## src/rtl/cnt_clk_pkg.sv

```systemverilog
// Package: shared constants and types for the timer count-clock selector.
// Source identifiers: 0 = undivided clock, 1..NUM_RATES-1 = divide by 4**id,
// SRC_PIN0.. = external pins, SRC_CASC = neighbouring channel's overflow pulse.
package cnt_clk_pkg;
    localparam int NUM_RATES = 7;
    localparam int NUM_PINS  = 4;
    localparam int NUM_TAPS  = NUM_RATES - 1;
    localparam int DIV_W     = 2 * NUM_TAPS;
    localparam int CODE_W    = 3;
    localparam int NUM_CODES = 1 << CODE_W;
    localparam int SRC_W     = 4;
    localparam int LVL_W     = 1 << SRC_W;

    localparam logic [SRC_W-1:0] SRC_DIV1 = '0;
    localparam logic [SRC_W-1:0] SRC_PIN0 = SRC_W'(NUM_RATES);
    localparam logic [SRC_W-1:0] SRC_CASC = SRC_W'(NUM_RATES + NUM_PINS);

    typedef enum logic [1:0] {
        KIND_NONE  = 2'd0,
        KIND_EVERY = 2'd1,
        KIND_LEVEL = 2'd2,
        KIND_PULSE = 2'd3
    } src_kind_e;

    typedef struct packed {
        logic [CODE_W-1:0] code;
        logic [1:0]        emode;
    } cfg_t;
endpackage

```

## src/rtl/ccs_prescaler.sv

```systemverilog
// Module: ccs_prescaler
// Free-running binary divider shared by all channels. Tap j (0-based) is
// counter bit 2j+1, a square wave with period 4**(j+1) system clocks.
// Assumes: counting starts at 0 on the first edge after reset release.
module ccs_prescaler #(
    parameter int TAPS = 6,
    localparam int CW  = 2 * TAPS
) (
    input  logic            clk,
    input  logic            rst_n,
    output logic [TAPS-1:0] taps
);
    logic [CW-1:0] div_q;

    // Advance the divider once per system clock.
    always_ff @(posedge clk) begin
        if (!rst_n) div_q <= '0;
        else        div_q <= div_q + 1'b1;
    end

    // Pick the odd bits as the prescaled square waves.
    for (genvar j = 0; j < TAPS; j++) begin : g_tap
        assign taps[j] = div_q[2*j+1];
    end
endmodule

```

## src/rtl/ccs_pin_sync.sv

```systemverilog
// Module: ccs_pin_sync
// Two-flop synchronizer for each asynchronous external clock pin.
// Assumes: the pins change no faster than the system clock can sample them.
module ccs_pin_sync #(
    parameter int PINS = 4
) (
    input  logic            clk,
    input  logic            rst_n,
    input  logic [PINS-1:0] pin_in,
    output logic [PINS-1:0] pin_sync
);
    for (genvar p = 0; p < PINS; p++) begin : g_pin
        logic meta_q, sync_q;

        // Bring one pin into the system-clock domain.
        always_ff @(posedge clk) begin
            if (!rst_n) begin
                meta_q <= 1'b0;
                sync_q <= 1'b0;
            end else begin
                meta_q <= pin_in[p];
                sync_q <= meta_q;
            end
        end

        assign pin_sync[p] = sync_q;
    end
endmodule

```

## src/rtl/ccs_edge_qual.sv

```systemverilog
// Module: ccs_edge_qual
// Turns the selected source into a registered one-cycle count enable.
// Level sources are edge-detected per the edge mode. Pulse sources pass
// straight through. In a cycle where the configuration differs from the
// previous one, nothing is counted and the level history is re-sampled.
// Assumes: kind, lvl and pulse are already chosen for the current config.
module ccs_edge_qual
    import cnt_clk_pkg::*;
(
    input  logic      clk,
    input  logic      rst_n,
    input  cfg_t      cfg,
    input  src_kind_e kind,
    input  logic      lvl,
    input  logic      pulse,
    output logic      cnt_en
);
    cfg_t cfg_q;
    logic prev_q;
    logic cnt_en_q;
    logic rise, fall, edge_hit, evt, cfg_same;

    // Classify the transition of the selected level against the edge mode.
    always_comb begin
        rise     = lvl & ~prev_q;
        fall     = ~lvl & prev_q;
        edge_hit = cfg.emode[1] ? (rise | fall)
                 : (cfg.emode[0] ? fall : rise);
    end

    // Form the raw count event for the current source kind.
    always_comb begin
        case (kind)
            KIND_EVERY: evt = 1'b1;
            KIND_LEVEL: evt = edge_hit;
            KIND_PULSE: evt = pulse;
            default:    evt = 1'b0;
        endcase
        cfg_same = (cfg == cfg_q);
    end

    // Remember the configuration and level, and register the gated event.
    always_ff @(posedge clk) begin
        if (!rst_n) begin
            cfg_q    <= '0;
            prev_q   <= 1'b0;
            cnt_en_q <= 1'b0;
        end else begin
            cfg_q    <= cfg;
            prev_q   <= lvl;
            cnt_en_q <= evt & cfg_same;
        end
    end

    assign cnt_en = cnt_en_q;
endmodule

```

## src/rtl/cnt_clk_sel.sv

```systemverilog
// Module: cnt_clk_sel (top)
// Count-clock selector for one timer channel. It decodes the source code
// through the per-channel map and legal mask, selects a divider tap, a
// synchronized pin, the undivided clock or the cascade pulse, and feeds the
// result to the edge qualifier. Phase counting, where built in, overrides all.
// Assumes: CODE_MAP holds a 4-bit source id per code, code i at bits 4i+3:4i.
module cnt_clk_sel
    import cnt_clk_pkg::*;
#(
    parameter logic [NUM_CODES*SRC_W-1:0] CODE_MAP   = 32'hB587_3210,
    parameter logic [NUM_CODES-1:0]       LEGAL_MASK = 8'hBF,
    parameter bit                         PHASE_OK   = 1'b1
) (
    input  logic                clk,
    input  logic                rst_n,
    input  logic [CODE_W-1:0]   psc_code,
    input  logic [1:0]          edge_mode,
    input  logic                phase_mode,
    input  logic [NUM_PINS-1:0] ext_pin,
    input  logic                casc_pulse,
    output logic                cnt_en
);
    logic [NUM_TAPS-1:0] taps;
    logic [NUM_PINS-1:0] pin_sync;
    logic [LVL_W-1:0]    lvl_all;
    logic [SRC_W-1:0]    src_id;
    logic                code_ok, phase_on, sel_lvl;
    src_kind_e           kind;
    cfg_t                cfg;

    ccs_prescaler #(.TAPS(NUM_TAPS)) u_div (
        .clk   (clk),
        .rst_n (rst_n),
        .taps  (taps)
    );

    ccs_pin_sync #(.PINS(NUM_PINS)) u_sync (
        .clk      (clk),
        .rst_n    (rst_n),
        .pin_in   (ext_pin),
        .pin_sync (pin_sync)
    );

    // The phase-counting override exists only on channels built with it.
    if (PHASE_OK) begin : g_phase
        assign phase_on = phase_mode;
    end else begin : g_nophase
        assign phase_on = 1'b0 & phase_mode;
    end

    // Gather every level source into one vector indexed by source id.
    always_comb begin
        lvl_all                      = '0;
        lvl_all[NUM_TAPS:1]          = taps;
        lvl_all[SRC_PIN0 +: NUM_PINS] = pin_sync;
    end

    // Decode the code into a source kind and the level it should watch.
    always_comb begin
        src_id  = CODE_MAP[int'(psc_code)*SRC_W +: SRC_W];
        code_ok = LEGAL_MASK[psc_code] && (src_id <= SRC_CASC);
        sel_lvl = lvl_all[src_id];
        if (!code_ok || phase_on)       kind = KIND_NONE;
        else if (src_id == SRC_DIV1)    kind = KIND_EVERY;
        else if (src_id == SRC_CASC)    kind = KIND_PULSE;
        else                            kind = KIND_LEVEL;
        cfg.code  = psc_code;
        cfg.emode = edge_mode;
    end

    ccs_edge_qual u_qual (
        .clk    (clk),
        .rst_n  (rst_n),
        .cfg    (cfg),
        .kind   (kind),
        .lvl    (sel_lvl),
        .pulse  (casc_pulse),
        .cnt_en (cnt_en)
    );
endmodule

```

## config.mk

```make
export PLATFORM = sky130hd
export DESIGN_NAME = cnt_clk_sel
export DESIGN_NICKNAME = d
export VERILOG_FILES = /design/src/rtl/cnt_clk_pkg.sv /design/src/rtl/ccs_prescaler.sv /design/src/rtl/ccs_pin_sync.sv /design/src/rtl/ccs_edge_qual.sv /design/src/rtl/cnt_clk_sel.sv
export SDC_FILE = /design/constraint.sdc
export NUM_CORES = 1
export LEC_CHECK = 0
export BUFFER_PORTS_ARGS = -buffer_cell sky130_fd_sc_hd__buf_2
export CORE_MARGIN = 4
export CORE_UTILIZATION = 55
export DETAILED_ROUTE_END_ITERATION = 10
export PLACE_DENSITY = 0.76
export SYNTH_ARGS = -nofsm -noshare
export SYNTH_HDL_FRONTEND = slang
export SYNTH_SLANG_ARGS = --single-unit
```

## constraint.sdc

```tcl
create_clock -name clk -period 3 [get_ports clk]
set_clock_uncertainty 0.2 [all_clocks]
set_input_delay 0.15 -clock clk [delete_from_list [all_inputs] [get_ports clk]]
set_output_delay 0.15 -clock clk [all_outputs]
set_load 0.01 [all_outputs]
```

==> results of run 1 <==
==> state kept, by name, summed over array words and instances (netlist names) <==
| signal | cells |
|---|---|
| u_qual.cnt_en | 1 |
| u_sync.g_pin.sync_q | 4 |
| u_qual.prev_q | 1 |
| u_sync.g_pin.meta_q | 4 |
| u_qual.cfg_q | 5 |
| u_div.div_q | 12 |
==> cell families (layout without fill, tap and decap cells) <==
| logic type | Yosys count | count (layout) |
|---|---|---|
| compound gates | 15 | 15 |
| xor+xnor | 11 | 11 |
| fa+ha+maj | 5 | 5 |
| buf+inv | 10 | 34 |
| flops | 27 | 27 |
| mux | 4 | 4 |
| simple gates | 50 | 50 |
==> placed cells by master, fill, tap and decap left out, types with 2 or more instances in the layout <==
master                          instances
sky130_fd_sc_hd__a211oi_1               2
sky130_fd_sc_hd__nor2b_1                3
sky130_fd_sc_hd__xnor2_1                7
sky130_fd_sc_hd__ha_1                   5
sky130_fd_sc_hd__buf_2                 13
sky130_fd_sc_hd__nand3_1                4
sky130_fd_sc_hd__xor2_1                 4
sky130_fd_sc_hd__mux2i_1                3
sky130_fd_sc_hd__dlygate4sd3_1         10
sky130_fd_sc_hd__clkbuf_4               3
sky130_fd_sc_hd__a21boi_0               2
sky130_fd_sc_hd__inv_1                  7
sky130_fd_sc_hd__dfxtp_1               27
sky130_fd_sc_hd__and2_1                21
sky130_fd_sc_hd__o21ai_0                6
sky130_fd_sc_hd__or3_1                  3
sky130_fd_sc_hd__nor3_1                 4
sky130_fd_sc_hd__nand2_1                6
sky130_fd_sc_hd__nand3b_1               3
==> through the flow <==
stage | instance area [µm²] | utilization | instances | hold slack (ns) | setup WS [ns]
global placement | 1291 | 0.6386 | 159 | 0.1545 | 0.5853
floorplan | 1205 | - | 122 | 0.07171 | 0.6733
global route | 1418 | 0.7011 | 173 | 0.05918 | 0.1335
detailed placement | 1291 | 0.6386 | 159 | 0.1621 | 0.5200
CTS | 1418 | 0.7011 | 173 | 0.04072 | 0.3131
finish | 1418 | 0.7011 | 173 | 0.05397 | 0.3070
==> final cells by class <==
| class | instances | area (µm²) |
|---|---|---|
| tap | 27 | 33.78 |
| fill | 173 | 604.3 |
| multi-input combinational | 85 | 625.6 |
| inverter | 7 | 26.28 |
| sequential | 27 | 540.5 |
| timing repair buffer | 23 | 165.2 |
| clock buffer | 4 | 26.28 |
==> worst max-delay path, cell delays in order <==
cell                            delay, ns
sky130_fd_sc_hd__dlygate4sd3_1       0.53
sky130_fd_sc_hd__buf_2               0.20
sky130_fd_sc_hd__inv_1               0.09
sky130_fd_sc_hd__ha_1                0.35
sky130_fd_sc_hd__a211o_1             0.30
sky130_fd_sc_hd__a221oi_2            0.34
sky130_fd_sc_hd__inv_1               0.08
sky130_fd_sc_hd__ha_1                0.19
sky130_fd_sc_hd__mux2_2              0.25
sky130_fd_sc_hd__o21ai_0             0.14
sky130_fd_sc_hd__a211oi_1            0.08
==> power breakdown <==
group          total (mW)  internal, mW  switching, mW
Clock               0.148        0.0519         0.0958
Combinational      0.0658        0.0371         0.0287
Sequential          0.377         0.371        0.00606
==> how the worst max path moves through the flow <==
stage | depth (start not counted) | to
after detailed placement | 10 | u_qual.cnt_en
after global routing | 11 | u_qual.cnt_en
after CTS | 11 | u_qual.cnt_en
after global placement | 10 | u_qual.cnt_en
final | 11 | u_qual.cnt_en
after floorplan | 10 | u_qual.cnt_en
==> routing by layer <==
metal	vias to the layer above	global-route usage	wire [µm]
met2	14	0.2736	924
met4	0	0.07469	12
met3	2	0.03542	88
li1	462	-	-
met1	415	0.1868	941
met5	-	0	0
==> results.md, run 1 <==
## Synthesis
• fraction of the yosys area taken by sequential cells: 0.4486
• Avg Inst Size Synth: 9.876 µm²
• Yosys reg bits: 27
• Synth Net Count: 140
• area share of fa/ha/maj cells after synthesis: 0.05192
• number of synthesized flops with an enable pin: 0
• fraction of synthesized area in multiplexers: 0.03427
• most used standard cell by instance count after synthesis: sky130_fd_sc_hd__dfxtp_1
• Yosys top cell area share: 0.4486
• library cell occupying the most area in the post-synthesis netlist: sky130_fd_sc_hd__dfxtp_1
• share of synthesized registers carrying an async set or reset: 0
• library cells used by synthesis: 30
• complex-gate fraction of the synthesized area: 0.08723
• XOR/XNOR share of the synthesized area: 0.07996
• Mapped Cells: 122
• top cells by area, synth: sky130_fd_sc_hd__dfxtp_1 45%, sky130_fd_sc_hd__and2_1 11%, sky130_fd_sc_hd__ha_1 5.2%
• post-synthesis instance area: 0.001205 mm²
• main combinational cell family by area after synthesis: simple AND/OR/NAND/NOR gates
• list of most frequent post-synthesis cells: 27 x sky130_fd_sc_hd__dfxtp_1, 21 x sky130_fd_sc_hd__and2_1, 7 x sky130_fd_sc_hd__inv_1, 7 x sky130_fd_sc_hd__xnor2_1
• Yosys warning count: 0
• Post-synth top flop: sky130_fd_sc_hd__dfxtp_1
• basic-gate share of the synthesized area counting and, or, nand and nor cells: 0.2658

## Detailed routing
• count of antenna-violating nets left after detailed routing: 0
• wire per inst: 11.36 µm
• detail-routed via count per cell: 5.162
• Vias: 893
• total detailed-routing wirelength: 1.966 mm
• router iterations before antenna repair: 4
• DRC errors left: 0
• Iteration-0 DRC Markers: 3

## Worst setup path
• depth of the worst register-to-register path: 8
• crit-path max FO: 10
• worst setup slack for register-to-register paths: 0.94 ns
• Crit Reg-Reg Endpoint: u_qual.cnt_en
• CP Launch Type: input port
• sort of element at the end of the critical path: flop
• data required time of the critical path: 3.01 ns
• category of the critical setup timing path: in -> reg
• FF-to-FF Start: u_sync.g_pin[2].sync_q
• crit path DAT: 2.70 ns
• worst setup path start: psc_code[0]

## CTS
• Sinks on Clock Net: 27
• H-tree depth reported by CTS: 1
• post-cts repair resize count: 0
• count of buffers added by post-CTS timing repair for setup: 0
• CTS Root Cell: sky130_fd_sc_hd__clkbuf_4
• clk slew on worst S/H paths: 0.13 ns
• clock latency at the later pin of the worst-skew pair: 0.31 ns
• hold-fix buffer count after cts: 10
• clock buffers created by TritonCTS: 3
• Max clock buf depth: 2
• CTS tree: yes

## STA
• final critical-path share of the clock period: 0.8977
• final setup violation count: 0
• highest clock rate: 371.3 MHz
• Rel. slew slack: 0.7754
• total negative setup slack: 0 ns
• unrepaired setup endpoints after global routing: false
• final hold violation count: 0
• actual slew at the worst max-slew pin: 0.3370 ns
• count of pins over their slew limit: 0
• shortest clock period the worst path allows after layout: 2.693 ns

## Layout
• ANT cells: 0
• NumNets Final: 165
• layout overhead on the synthesized area: 17.65%
• share of final-layout standard cells stronger than drive strength 1: 0.1370

## Power
• Static Leakage: 0.5927 nW
• IR drop worst, VDD: 0.2859 mV
• overall power: 0.5907 mW
• power density over the cells: 416.7 mW/mm²

## Floorplanning
• core area: 0.002022 mm²
• height of the die: 54.81 µm
• Top Ports: 14
• die width: 54.81 µm
• standard-cell row count: 16
• Die ar.: 0.003004 mm²
• initial core utilization: 0.5959

## Job
• count of maximum capacitance violations: 0

## GRT
• largest net degree at the start of global routing: 28
• Overflow after GRT: 0
• first-pass GRT wire length: 3.498 mm
• vias in the first global route: 894
• antenna violations before repair: 0
• global-route total usage across every layer: 0.1600

## Hold path
• hold path startpoint: casc_pulse
• Hold/Removal Path Class: in -> reg
• capture endpoint of the worst hold path: u_qual.cnt_en
• hold path cells: 4

## Place
• Post-DP HPWL: 1.409 mm
• number of input and output port buffers inserted: 13
• final RePlAce weighted congestion: 0.8380

## Status
• status: finished clean

No activity file was read; power rests on OpenSTA's default activity.
==> run 2, diff against run 1 <==
- CORE_MARGIN: 4 -> 2
- CTS_CLUSTER_DIAMETER: not set -> 150
==> run 2 against run 1 <==
Compared with the run above:
- cell count unchanged
- routed wire length up 6.0%
- non-clock buffer count unchanged
- hold slack better by 0.013 ns
- final area about the same
- sequential power about the same
- largest cell class unchanged
==> results.md, run 2 (same netlist as run 1, synthesis figures left out) <==
## Status
• status: finished clean, unchanged

## CTS
• clock buffers created by TritonCTS: 3, unchanged
• Sinks on Clock Net: 27, unchanged
• H-tree depth reported by CTS: 1, unchanged
• CTS Root Cell: sky130_fd_sc_hd__clkbuf_4, unchanged
• CTS tree: yes, unchanged
• clk slew on worst S/H paths: 0.14 ns, was 0.13 ns
• post-cts repair resize count: 0, unchanged
• clock latency at the later pin of the worst-skew pair: 0.31 ns, about the same
• Max clock buf depth: 2, unchanged
• count of buffers added by post-CTS timing repair for setup: 0, unchanged

## Layout
• highest-count cells in the layout ignoring fill and taps: 27 x sky130_fd_sc_hd__dfxtp_1, 21 x sky130_fd_sc_hd__and2_1, 13 x sky130_fd_sc_hd__buf_2, unchanged
• area occupied by multi-input gates: 625.6 µm², unchanged
• largest registers: u_div.div_q (12), u_qual.cfg_q (5), unchanged
• NumNets Final: 165, unchanged
• register cell area after layout: 540.5 µm², unchanged
• number of fill cells: 168, was 173
• share of final-layout standard cells stronger than drive strength 1: 0.1438, was 0.1370
• most common cell after layout, fill and taps aside: sky130_fd_sc_hd__dfxtp_1, unchanged
• register name with the most flops: u_div.div_q, unchanged
• layout overhead on the synthesized area: 17.76%, was 17.65%
• ANT cells: 0, unchanged
• Largest register FFs: 12, unchanged

## Worst setup path
• depth of the worst register-to-register path: 8, unchanged
• worst setup path start: psc_code[0], unchanged
• crit path DAT: 2.77 ns, was 2.70 ns
• category of the critical setup timing path: in -> reg, unchanged
• data required time of the critical path: 3.02 ns, was 3.01 ns
• CP Launch Type: input port, unchanged
• Crit Reg-Reg Endpoint: u_qual.cnt_en, unchanged
• crit-path max FO: 10, unchanged
• FF-to-FF Start: u_sync.g_pin[2].sync_q, unchanged
• sort of element at the end of the critical path: flop, unchanged
• worst setup slack for register-to-register paths: 0.89 ns, was 0.94 ns
• critical path endpoint: u_qual.cnt_en, unchanged

## Detailed routing
• DRC errors left: 0, unchanged
• Iteration-0 DRC Markers: 8, was 3
• Vias: 884, was 893
• router iterations before antenna repair: 4, unchanged
• total detailed-routing wirelength: 2.084 mm, was 1.966 mm
• count of antenna-violating nets left after detailed routing: 0, unchanged
• wire per inst: 12.05 µm, was 11.36 µm
• detail-routed via count per cell: 5.110, was 5.162

## GRT
• first-pass GRT wire length: 3.774 mm, was 3.498 mm
• global-route total usage across every layer: 0.1961, was 0.1600
• largest net degree at the start of global routing: 28, unchanged
• antenna violations before repair: 0, unchanged
• vias in the first global route: 909, was 894
• Overflow after GRT: 0, unchanged

## Power
• Static Leakage: 0.5955 nW, was 0.5927 nW
• overall power: 0.5967 mW, was 0.5907 mW
• IR drop worst, VDD: 0.2681 mV, was 0.2859 mV
• power density over the cells: 420.6 mW/mm², was 416.7 mW/mm²

## Floorplanning
• height of the die: 50.81 µm, was 54.81 µm
• Die ar.: 0.002581 mm², was 0.003004 mm²
• core area: 0.002022 mm², unchanged
• initial core utilization: 0.5959, unchanged
• Top Ports: 14, unchanged
• die width: 50.81 µm, was 54.81 µm
• standard-cell row count: 16, unchanged

## STA
• final hold violation count: 0, unchanged
• count of pins over their slew limit: 0, unchanged
• actual slew at the worst max-slew pin: 0.3568 ns, was 0.3370 ns
• final critical-path share of the clock period: 0.9181, was 0.8977
• final setup violation count: 0, unchanged
• shortest clock period the worst path allows after layout: 2.754 ns, was 2.693 ns
• unrepaired setup endpoints after global routing: false, unchanged
• total negative setup slack: 0 ns, unchanged
• Setup WS post-layout: 0.2458 ns, was 0.3070 ns
• highest clock rate: 363.1 MHz, was 371.3 MHz
• Rel. slew slack: 0.7622, was 0.7754

## Place
• setup slack after placement: 0.4589 ns, was 0.5200 ns
• number of input and output port buffers inserted: 13, unchanged
• final RePlAce weighted congestion: 0.7837, was 0.8380
• Post-DP HPWL: 1.397 mm, was 1.409 mm

## Job
• count of maximum capacitance violations: 0, unchanged

## Hold path
• Hold/Removal Path Class: in -> reg, unchanged

run 2: cell types whose count changed in the layout (fill, tap and decap cells not counted), sizes merged:
cell / before / now
clkbuf: 4 / 3
clkinv: 0 / 1
run 2: cell type report:
type | count | area share
Multi-Input combinational cell | 85 | 0.4409
Sequential cell | 27 | 0.3810
Timing Repair Buffer | 23 | 0.1164
Tap cell | 27 | 0.02381
Inverter | 7 | 0.01852
Clock buffer | 3 | 0.01587
Clock inverter | 1 | 0.003527
run 2: where the power goes:
group          total (mW)  leakage (nW)  switching [mW]  internal [mW]
clock               0.152        0.0177           0.102         0.0498
combinational      0.0676         0.356          0.0303         0.0373
sequential          0.377         0.221         0.00608          0.371
run 2: how the worst min path moves through the flow:
stage | from | end | slack, ns | cells past startpoint
2_1_floorplan | edge_mode[0] | u_qual.cfg_q[0] | 0.07 | 1
3_3_place_gp | ext_pin[1] | u_sync.g_pin[1].meta_q | 0.15 | 2
3_5_place_dp | ext_pin[2] | u_sync.g_pin[2].meta_q | 0.16 | 2
4_1_cts | rst_n | u_div.div_q[6] | 0.05 | 2
5_1_grt | rst_n | u_sync.g_pin[0].meta_q | 0.07 | 2
6_report | rst_n | u_div.div_q[6] | 0.07 | 2
run 2: metrics by stage:
step                hold slack [ns]  cell area (µm²)  std cells    util
floorplan                   0.07171             1205        122       -
global placement             0.1543             1291        159  0.6386
detailed placement           0.1591             1291        159  0.6386
CTS                         0.05423             1419        173  0.7017
global route                0.06508             1419        173  0.7017
finish                      0.06651             1419        173  0.7017
run 2: metal layers:
metal	track usage	wire length, µm	vias to the layer above	share of wire
met5	0	0	-	0
met4	0.05405	12	0	0.0058
met3	0.03571	50	2	0.024
met2	0.3531	1019	12	0.49
met1	0.2374	1001	408	0.48
li1	-	-	462	-
run 2: timing repair:
item                       4_1_cts  5_1_grt
hold endpoints to repair        10        0
setup endpoints to repair        0        0
hold buffers                    10        0
run 2: critical path, cell delays in order:
cell	delay [ns]
sky130_fd_sc_hd__dlygate4sd3_1	0.54
sky130_fd_sc_hd__buf_2	0.20
sky130_fd_sc_hd__inv_1	0.09
sky130_fd_sc_hd__ha_1	0.36
sky130_fd_sc_hd__a211o_1	0.31
sky130_fd_sc_hd__a221oi_2	0.35
sky130_fd_sc_hd__inv_1	0.08
sky130_fd_sc_hd__ha_1	0.20
sky130_fd_sc_hd__mux2_2	0.25
sky130_fd_sc_hd__o21ai_0	0.15
sky130_fd_sc_hd__a211oi_1	0.09
==> run 3, diff against run 2 <==
- REMOVE_ABC_BUFFERS: not set -> 1
==> run 3 against run 2 <==
Compared with the run above:
- setup slack got worse by 0.11 ns
- non-clock buffer count grew 1
- combinational power up 4.0%
- via count shrank 0.23%
- critical endpoint unchanged
- largest cell class unchanged
- critical path type unchanged
- clock power about the same
- flip-flop and latch count unchanged
- register-to-register slack got worse by 0.63 ns
- first-iteration DRC count rose to 3.4 times the previous value
- highest routed layer unchanged
- count of clock-buffer cells in the layout stayed put
==> results.md, run 3 (same netlist as run 1, synthesis figures left out) <==
## Layout
• share of final-layout standard cells stronger than drive strength 1: 0.1429, was 0.1438
• highest-count cells in the layout ignoring fill and taps: 27 x sky130_fd_sc_hd__dfxtp_1, 21 x sky130_fd_sc_hd__and2_1, 13 x sky130_fd_sc_hd__buf_2, unchanged
• register cell area after layout: 540.5 µm², unchanged
• Cell Count, Final, Fillers Out: 174, was 173
• area occupied by multi-input gates: 636.9 µm², was 625.6 µm²
• NumNets Final: 166, was 165
• most common cell after layout, fill and taps aside: sky130_fd_sc_hd__dfxtp_1, unchanged
• Largest register FFs: 12, unchanged
• layout overhead on the synthesized area: 19.73%, was 17.76%
• number of fill cells: 145, was 168
• largest registers: u_div.div_q (12), u_qual.cfg_q (5), unchanged
• ANT cells: 0, unchanged
• register name with the most flops: u_div.div_q, unchanged

## Worst setup path
• crit-path max FO: 8, was 10
• category of the critical setup timing path: in -> reg, unchanged
• crit path DAT: 2.89 ns, was 2.77 ns
• CP Launch Type: input port, unchanged
• data required time of the critical path: 3.02 ns, about the same
• sort of element at the end of the critical path: flop, unchanged

## Detailed routing
• detail-routed via count per cell: 5.069, was 5.110
• count of antenna-violating nets left after detailed routing: 0, unchanged
• wire per inst: 11.79 µm, was 12.05 µm
• total detailed-routing wirelength: 2.052 mm, was 2.084 mm
• DRC errors left: 0, unchanged
• Vias: 882, was 884
• router iterations before antenna repair: 4, unchanged
• Iteration-0 DRC Markers: 27, was 8

## Floorplanning
• initial core utilization: 0.5959, unchanged
• Top Ports: 14, unchanged
• standard-cell row count: 16, unchanged
• Die ar.: 0.002581 mm², unchanged
• die width: 50.81 µm, unchanged
• height of the die: 50.81 µm, unchanged
• core area: 0.002022 mm², unchanged

## CTS
• CTS Root Cell: sky130_fd_sc_hd__clkbuf_4, unchanged
• CTS tree: yes, unchanged
• count of buffers added by post-CTS timing repair for setup: 0, unchanged
• clk slew on worst S/H paths: 0.14 ns, about the same
• clock latency at the later pin of the worst-skew pair: 0.31 ns, about the same
• H-tree depth reported by CTS: 1, unchanged
• Sinks on Clock Net: 27, unchanged
• Max clock buf depth: 2, unchanged
• clock buffers created by TritonCTS: 3, unchanged

## Place
• number of input and output port buffers inserted: 13, unchanged
• Post-DP HPWL: 1.339 mm, was 1.397 mm
• setup slack after placement: 0.4514 ns, was 0.4589 ns
• placed instance count: 159, unchanged
• final RePlAce weighted congestion: 0.8030, was 0.7837

## GRT
• largest net degree at the start of global routing: 28, unchanged
• first-pass GRT wire length: 3.484 mm, was 3.774 mm
• antenna violations before repair: 0, unchanged
• global-route total usage across every layer: 0.1806, was 0.1961
• Overflow after GRT: 0, unchanged
• vias in the first global route: 791, was 909

## Power
• share of total power in the clock network: 0.257, was 0.254
• switching power summed over all nets: 0.1420 mW, was 0.1383 mW
• Static Leakage: 0.6004 nW, was 0.5955 nW
• share of power burned in registers: 0.626, was 0.632
• internal power: 0.4604 mW, was 0.4584 mW
• combinational power share: 0.117, was 0.113
• power density over the cells: 417.6 mW/mm², was 420.6 mW/mm²
• net switching fraction of the power: 0.2358, was 0.2318
• IR drop worst, VDD: 0.3657 mV, was 0.2681 mV

## Status
• status: finished clean, unchanged

## STA
• shortest clock period the worst path allows after layout: 2.865 ns, was 2.754 ns
• unrepaired setup endpoints after global routing: false, unchanged
• total negative setup slack: 0 ns, unchanged
• final hold violation count: 0, unchanged
• final critical-path share of the clock period: 0.9549, was 0.9181
• Rel. slew slack: 0.6655, was 0.7622
• final setup violation count: 0, unchanged
• count of pins over their slew limit: 0, unchanged
• Setup WS post-layout: 0.1352 ns, was 0.2458 ns
• highest clock rate: 349.1 MHz, was 363.1 MHz
• actual slew at the worst max-slew pin: 0.5002 ns, was 0.3568 ns

## Hold path
• Hold/Removal Path Class: in -> reg, unchanged

## Job
• count of maximum capacitance violations: 0, unchanged

run 3: power by group through the flow:
stage	Clock (mW)	Sequential (mW)	Combinational (mW)
6_report	0.155	0.377	0.0703
3_5_place_dp	0	0.385	0.0567
2_1_floorplan	0	0.384	0.0352
3_3_place_gp	0	0.385	0.0542
5_1_grt	0.174	0.379	0.0781
4_1_cts	0.164	0.377	0.0672
run 3: final cells by class:
type,count,share of cell area
Multi-Input combinational cell,85,0.4415
Sequential cell,27,0.3747
Timing Repair Buffer,24,0.1214
Tap cell,27,0.02342
Inverter,7,0.01821
Clock buffer,3,0.01561
Clock inverter,1,0.005204
run 3: final timing paths:
| check | endpoint | start | slack (ns) | cells after the start |
|---|---|---|---|---|
| max | u_qual.cnt_en | psc_code[2] | 0.14 | 10 |
| min | u_div.div_q[6] | rst_n | 0.05 | 2 |
| max reg2reg | u_qual.cnt_en | u_sync.g_pin[2].sync_q | 0.26 | 9 |
| min reg2reg | u_sync.g_pin[2].sync_q | u_sync.g_pin[2].meta_q | 0.24 | 1 |
run 3: repair_timing:
action / CTS / global route
setup endpoints to repair: 0 / 1
hold buffers: 11 / 0
resized for setup: 0 / 1
endpoints found under the hold margin: 10 / 0
run 3: worst max-delay path: stages:
cell	delay (ns)
sky130_fd_sc_hd__dlygate4sd3_1	0.52
sky130_fd_sc_hd__buf_2	0.17
sky130_fd_sc_hd__or3b_1	0.38
sky130_fd_sc_hd__o32ai_1	0.26
sky130_fd_sc_hd__a221oi_4	0.08
sky130_fd_sc_hd__ha_1	0.22
sky130_fd_sc_hd__mux2_2	0.25
sky130_fd_sc_hd__o21ai_0	0.19
sky130_fd_sc_hd__a211oi_1	0.11
sky130_fd_sc_hd__dlygate4sd3_1	0.56
run 3: layer usage:
metal	global-route usage	vias up	wire [µm]
li1	-	462	-
met1	0.2176	401	957
met2	0.3158	15	1008
met3	0.03571	4	53
met4	0.06757	0	32
met5	0	-	0
run 3: stage by stage:
step / util / area, µm² / total power, mW / hold slack [ns]
floorplan: - / 1192 / 0.4190 / 0.07171
global placement: 0.6386 / 1291 / 0.4390 / 0.1549
finish: 0.7135 / 1443 / 0.6024 / 0.04878
CTS: 0.7079 / 1431 / 0.6084 / 0.04832
global route: 0.7135 / 1443 / 0.6307 / 0.05861
detailed placement: 0.6386 / 1291 / 0.4420 / 0.1591
